## src/rtl/tw_pkg.sv

```systemverilog
package tw_pkg;
    typedef enum logic [1:0] {
        ST_IDLE,
        ST_LOW,
        ST_HIGH,
        ST_GAP
    } tw_state_e;

    localparam int BYTE_W  = 8;
    localparam int ADDR_W  = 7;
    localparam int DATA_W  = 16;
    localparam int IDX_W   = 3;
    localparam int BIT_W   = $clog2(BYTE_W);
    localparam int RX_W    = 3 * BYTE_W;
    // device-address byte tail after the two leading bits and SEL
    localparam logic [4:0] DEV_TAIL = 5'b01000;
endpackage

```

## src/rtl/tw_tick.sv

```systemverilog
module tw_tick #(
    parameter int CLK_HALF = 4
) (
    input  logic clk,
    input  logic rst_n,
    input  logic run,
    output logic tick
);
    localparam int CW = (CLK_HALF > 1) ? $clog2(CLK_HALF) : 1;
    localparam logic [CW-1:0] LAST = CW'(CLK_HALF - 1);

    logic [CW-1:0] cnt_q;

    always_ff @(posedge clk or negedge rst_n) begin
        if (!rst_n)
            cnt_q <= '0;
        else if (!run || cnt_q == LAST)
            cnt_q <= '0;
        else
            cnt_q <= cnt_q + 1'b1;
    end

    assign tick = run && (cnt_q == LAST);
endmodule

```

## src/rtl/tw_byte_plan.sv

```systemverilog
module tw_byte_plan
    import tw_pkg::*;
(
    input  logic                 is_read,
    input  logic [IDX_W-1:0]     idx,
    input  logic [ADDR_W-1:0]    addr,
    input  logic [DATA_W-1:0]    data,
    input  logic                 sel,
    output logic [BYTE_W-1:0]    tx_byte,
    output logic                 mode,
    output logic                 rx,
    output logic                 last
);
    always_comb begin
        tx_byte = '0;
        mode    = 1'b1;
        rx      = 1'b0;
        unique case (idx)
            3'd0: begin
                tx_byte = {2'b01, sel, DEV_TAIL};
                mode    = 1'b0;
            end
            3'd1: tx_byte = {is_read, addr};
            3'd2: begin
                if (is_read) begin
                    tx_byte = {2'b11, sel, DEV_TAIL};
                    mode    = 1'b0;
                end else begin
                    tx_byte = data[DATA_W-1 -: BYTE_W];
                end
            end
            3'd3: begin
                if (is_read) rx = 1'b1;
                else         tx_byte = data[BYTE_W-1:0];
            end
            default: rx = 1'b1;
        endcase
        last = is_read ? (idx == 3'd5) : (idx == 3'd3);
    end
endmodule

```

## src/rtl/tw_ctrl_master.sv

```systemverilog
module tw_ctrl_master
    import tw_pkg::*;
#(
    parameter int CLK_HALF = 4
) (
    input  logic              clk,
    input  logic              rst_n,
    input  logic              start,
    input  logic              cmd_read,
    input  logic [6:0]        reg_addr,
    input  logic [15:0]       wr_data,
    input  logic              sel,
    output logic              busy,
    output logic              done,
    output logic [15:0]       rd_data,
    output logic              rd_err,
    output logic              bus_mode,
    output logic              bus_clk,
    output logic              bus_dout,
    output logic              bus_oe,
    input  logic              bus_din
);
    tw_state_e state_q, state_d;

    logic [BIT_W-1:0]  bit_q;
    logic [IDX_W-1:0]  idx_q;
    logic              gap_q;
    logic              req_read_q;
    logic [ADDR_W-1:0] req_addr_q;
    logic [DATA_W-1:0] req_data_q;
    logic              req_sel_q;
    logic [RX_W-1:0]   rx_q;

    logic              tick;
    logic [BYTE_W-1:0] plan_byte;
    logic              plan_mode, plan_rx, plan_last;

    tw_tick #(.CLK_HALF(CLK_HALF)) u_tick (
        .clk   (clk),
        .rst_n (rst_n),
        .run   (state_q != ST_IDLE),
        .tick  (tick)
    );

    tw_byte_plan u_plan (
        .is_read (req_read_q),
        .idx     (idx_q),
        .addr    (req_addr_q),
        .data    (req_data_q),
        .sel     (req_sel_q),
        .tx_byte (plan_byte),
        .mode    (plan_mode),
        .rx      (plan_rx),
        .last    (plan_last)
    );

    // next state
    always_comb begin
        state_d = state_q;
        unique case (state_q)
            ST_IDLE: if (start) state_d = ST_LOW;
            ST_LOW:  if (tick)  state_d = ST_HIGH;
            ST_HIGH: if (tick) begin
                if (bit_q != BIT_W'(BYTE_W - 1)) state_d = ST_LOW;
                else if (plan_last)              state_d = ST_IDLE;
                else                             state_d = ST_GAP;
            end
            ST_GAP:  if (tick && gap_q) state_d = ST_LOW;
            default: state_d = ST_IDLE;
        endcase
    end

    // state register
    always_ff @(posedge clk or negedge rst_n) begin
        if (!rst_n) state_q <= ST_IDLE;
        else        state_q <= state_d;
    end

    // datapath registers
    always_ff @(posedge clk or negedge rst_n) begin
        if (!rst_n) begin
            bit_q      <= '0;
            idx_q      <= '0;
            gap_q      <= 1'b0;
            req_read_q <= 1'b0;
            req_addr_q <= '0;
            req_data_q <= '0;
            req_sel_q  <= 1'b0;
            rx_q       <= '0;
            rd_data    <= '0;
            rd_err     <= 1'b0;
            done       <= 1'b0;
        end else begin
            done <= 1'b0;
            unique case (state_q)
                ST_IDLE: if (start) begin
                    req_read_q <= cmd_read;
                    req_addr_q <= reg_addr;
                    req_data_q <= wr_data;
                    req_sel_q  <= sel;
                    bit_q      <= '0;
                    idx_q      <= '0;
                    gap_q      <= 1'b0;
                end
                ST_LOW: if (tick && plan_rx)
                    rx_q <= {rx_q[RX_W-2:0], bus_din};
                ST_HIGH: if (tick) begin
                    if (bit_q != BIT_W'(BYTE_W - 1)) begin
                        bit_q <= bit_q + 1'b1;
                    end else if (plan_last) begin
                        done <= 1'b1;
                        if (req_read_q) begin
                            rd_data <= rx_q[DATA_W-1:0];
                            rd_err  <= rx_q[RX_W-1] |
                                       (rx_q[RX_W-2 -: ADDR_W] != req_addr_q);
                        end else begin
                            rd_err  <= 1'b0;
                        end
                    end else begin
                        idx_q <= idx_q + 1'b1;
                        bit_q <= '0;
                        gap_q <= 1'b0;
                    end
                end
                ST_GAP: if (tick) gap_q <= 1'b1;
                default: ;
            endcase
        end
    end

    // outputs
    always_comb begin
        busy     = (state_q != ST_IDLE);
        bus_clk  = (state_q != ST_LOW);
        bus_mode = busy ? plan_mode : 1'b1;
        bus_oe   = busy && !plan_rx;
        bus_dout = busy ? plan_byte[BIT_W'(BYTE_W - 1) - bit_q] : 1'b1;
    end

    assert_done_single_R10: assert property (@(posedge clk) disable iff (!rst_n)
        done |=> !done);

    assert_start_ignored_R9: assert property (@(posedge clk) disable iff (!rst_n)
        (busy && start) |=> ($stable(req_addr_q) && $stable(req_read_q) && $stable(req_data_q)));

    assert_low_phase_stable_R5: assert property (@(posedge clk) disable iff (!rst_n)
        (!bus_clk && $past(!bus_clk)) |-> ($stable(bus_dout) && $stable(bus_mode)));

    assert_rx_mode_high_R6: assert property (@(posedge clk) disable iff (!rst_n)
        (busy && !bus_oe) |-> bus_mode);

    assert_write_clears_err_R8: assert property (@(posedge clk) disable iff (!rst_n)
        (done && !req_read_q) |-> !rd_err);
endmodule

```

## config.mk

```make
export PLATFORM = sky130hd
export DESIGN_NAME = tw_ctrl_master
export DESIGN_NICKNAME = d
export VERILOG_FILES = /design/src/rtl/tw_pkg.sv /design/src/rtl/tw_tick.sv /design/src/rtl/tw_byte_plan.sv /design/src/rtl/tw_ctrl_master.sv
export SDC_FILE = /design/constraint.sdc
export NUM_CORES = 1
export LEC_CHECK = 0
export CAP_MARGIN = 30
export CORE_MARGIN = 5
export CORE_UTILIZATION = 63
export DETAILED_ROUTE_END_ITERATION = 10
export DONT_BUFFER_PORTS = 1
export GPL_ROUTABILITY_DRIVEN = 1
export GPL_TIMING_DRIVEN = 0
export PLACE_DENSITY = 0.79
export SETUP_SLACK_MARGIN = 0.02
export SKIP_LAST_GASP = 1
export SYNTH_ARGS = -nofsm -noshare
export SYNTH_HDL_FRONTEND = slang
export SYNTH_SLANG_ARGS = --single-unit
```

## constraint.sdc

```tcl
create_clock -name clk -period 3.33 [get_ports clk]
set_input_delay 0.666 -clock clk [delete_from_list [all_inputs] [get_ports clk]]
set_output_delay 0.666 -clock clk [all_outputs]
set_load 0.02 [all_outputs]
```

==> run summary <==
status -> completed
Area Growth Syn to Fin -> 10.5%
HPWL after DPL -> 5060 microns
total power density per cell area -> 409 nW/um^2
worst vdd ir -> 0.326 mV
Starting Density -> 63.7%
io pins -> 52
CP Data Arrival Time -> 2470 ps
Fin Hold WS -> 170 ps
most common cell after layout, fill and taps aside -> dfrtp_1
CP delay by family, top -> compound AO/OA/AOI/OAI gates
Worst-Margin Slew -> 614 ps
register area share after synthesis -> 52.3%
share of the synthesized area in the top cell type -> 52.3%
post-synth cell types -> 46
Post-synth EDFFs -> 0
input/output buffers -> 0
Seq pwr share -> 56.1%
HP Class -> in -> async
unrepaired setup endpoints after global routing -> no
count of final setup violators -> 0
antenna cells -> 0
pre-CTS setup slack -> 219 ps
vias in the first global route -> 2298
syn nets -> 324
FP Rows -> 28
total vias in the final route -> 2235
drt drc -> 0
final hold vios -> 0
1st-pass router iterations -> 4
Max-slew headroom -> 59.0%
Setup crit start kind -> register
combinational group share of total power -> 1.4%
layout cells sized above 1 -> 35.9%
placed cell areas -> 3820 sq um
Post-DRT Antenna Nets -> 0
fin. max-slew vios -> 0
cell area after synthesis -> 3730 sq um
skew final -> 10.2 ps
All-Layer GR Usage -> 20.9%
most frequent cells in the layout -> dfrtp_1 (77), mux2_2 (57), nand2_1 (15)
sequence of cells on the critical path -> buf_4 > inv_1 > ha_1 > nor2b_1 > buf_4 > a2111oi_2 > a211oi_2 > nor4b_2 > a211oi_2
DR WL/cell -> 18.9 microns
Psw -> 0.000365 W
Finished Cell Area -> 4120 sq um
fin worst setup slack -> 197 ps
largest net degree at the start of global routing -> 65
Sw Share -> 21.6%
Num Clock Sinks -> 78
max frequency -> 0.319 GHz
fin crit period -> 3130 ps
CP bufs+invs -> 3
Root Buffer -> clkbuf_8
final period utilization -> 94.1%
crit path max fanout -> 10
initial antenna violation count -> 0
global-route wire length before repair -> 12000 microns
clk_lat worst skew -> 350 ps
Die W -> 86.9 microns
largest area contributor in the netlist -> dfrtp_1
die area -> 7560 sq um
Overflow after GRT -> 0
Synth warnings -> 0
final wirelength -> 7180 microns
internal power -> 0.00132 W
Crit path largest cell delay -> 400 ps
Vias/cell -> 5.90
cts bufs inserted -> 9
Async S/R FF share, synth -> 100%
maximum capacitance violations -> 0
Die Y -> 86.9 microns
initial detailed-routing violation count -> 117
clock network power share -> 42.4%
Core ar. -> 5850 sq um
clock-pin slew on the worst setup and hold paths -> 80 ps
layout net count -> 341
P_leak -> 2.13 nW
CP max-delay cell -> dfrtp_2
crit end category -> output pin
Syn Inst Count -> 282
H-tree depth -> 3
RD Place Congestion -> 0.888
critical path class -> reg -> out
top cells by area, synth -> dfrtp_1 (52%), mux2_2 (17%), ha_1 (4.4%)
setup TNS -> 0 ps
#FFs+latches synth -> 78
CTS Buffer Depth -> 2
Mean Syn Cell Area -> 13.2 sq um
CTS tree -> built
WP data required -> 2660 ps
Synth Flop Type -> dfrtp_1
[sequential cells by signal, indices dropped and copies added, names as in the netlist, 2 cells and up]
signal        count
u_tick.cnt_q      2
rd_data          16
req_data_q       16
idx_q             3
bit_q             3
rx_q             24
req_addr_q        7
state_q           2
[per-stage QoR]
stage | total power, W | util [%] | std cells
finish | 0.00169 | 70.4 | 379
global route | 0.00175 | 70.4 | 379
CTS | 0.00168 | 69.2 | 375
detailed placement | 0.000966 | 65.3 | 357
global placement | 0.000966 | 65.3 | 357
floorplan | 0.000966 | - | 282
[kinds of logic (layout without fill, tap and decap cells)]
| family | Yosys count | count (layout) | share of synthesized area [%] |
|---|---|---|---|
| simple gates | 53 | 53 | 8.66 |
| buf+inv | 24 | 46 | 3.66 |
| compound gates | 32 | 32 | 5.91 |
| fa+ha+maj | 13 | 13 | 4.36 |
| flops | 78 | 78 | 52.3 |
| mux | 75 | 75 | 23.4 |
| xor+xnor | 7 | 7 | 1.64 |
[power by group through the flow]
stage | logic (W) | clock network, W | registers [W]
floorplan | 0.000000527 | 0 | 0.000965
global placement | 0.000000527 | 0 | 0.000965
detailed placement | 0.000000527 | 0 | 0.000965
CTS | 0.00000653 | 0.000722 | 0.000946
global route | 0.0000290 | 0.000772 | 0.000946
finish | 0.0000242 | 0.000716 | 0.000946
[cell type report]
cell class,count,area (sq um)
plain buffers,12,91.3
clock buffers,11,141
clock inverters,5,57.6
fillers,405,1730
inverters,12,45.0
multi-input cells,180,1670
flip-flops and latches,78,1950
well taps,75,93.8
repair buffers,6,72.6
[routing by layer]
layer	GRT usage, %	vias up	wire length (microns)
met2	31.9	51	3550
met4	7.51	0	99
met1	29.0	1139	3140
li1	-	1037	-
met5	0	-	0
met3	5.68	8	391
[cell usage after synthesis (2+ instances only)]
master and instances:
nand3b_1 2, mux2_4 10, buf_4 3, nor2_1 5
nand3_1 3, a211oi_1 3, a22oi_1 2, nand4b_1 2
nor3b_1 2, a21oi_1 6, inv_1 12, mux2i_1 7
xor2_1 7, nor3_1 6, nand2_1 15, dfrtp_1 78
ha_1 13, nand2b_1 3, buf_2 4, nor4_1 2
buf_6 4, o21ai_0 9, and3_1 2, nor2b_1 3
o22ai_1 2, mux2_2 57
[path summary, 6_finish.rpt]
check | to | start | cells past startpoint | slack, ps
max reg2reg | rd_data[12]$_DFFE_PN0P_ | idx_q[2]$_DFFE_PN0P_ | 10 | 930
max in group asynchronous | req_data_q[7]$_DFFE_PN0P_ | rst_n | 1 | 2170
min reg2reg | u_tick.cnt_q[0]$_DFF_PN0_ | u_tick.cnt_q[0]$_DFF_PN0_ | 1 | 440
max | bus_dout | idx_q[2]$_DFFE_PN0P_ | 9 | 200
min in group clk | u_tick.cnt_q[0]$_DFF_PN0_ | u_tick.cnt_q[0]$_DFF_PN0_ | 1 | 440
min | gap_q$_DFFE_PN0P_ | rst_n | 1 | 170
[repair_timing]
action | CTS | global route
pin swaps | 0 | 1
setup buffers | 0 | 2
hold buffers | 2 | 2
endpoints found under the setup margin | 1 | 1
resized for setup | 1 | 5
hold endpoints to repair | 14 | 55
(Power assumes the default switching activity.)
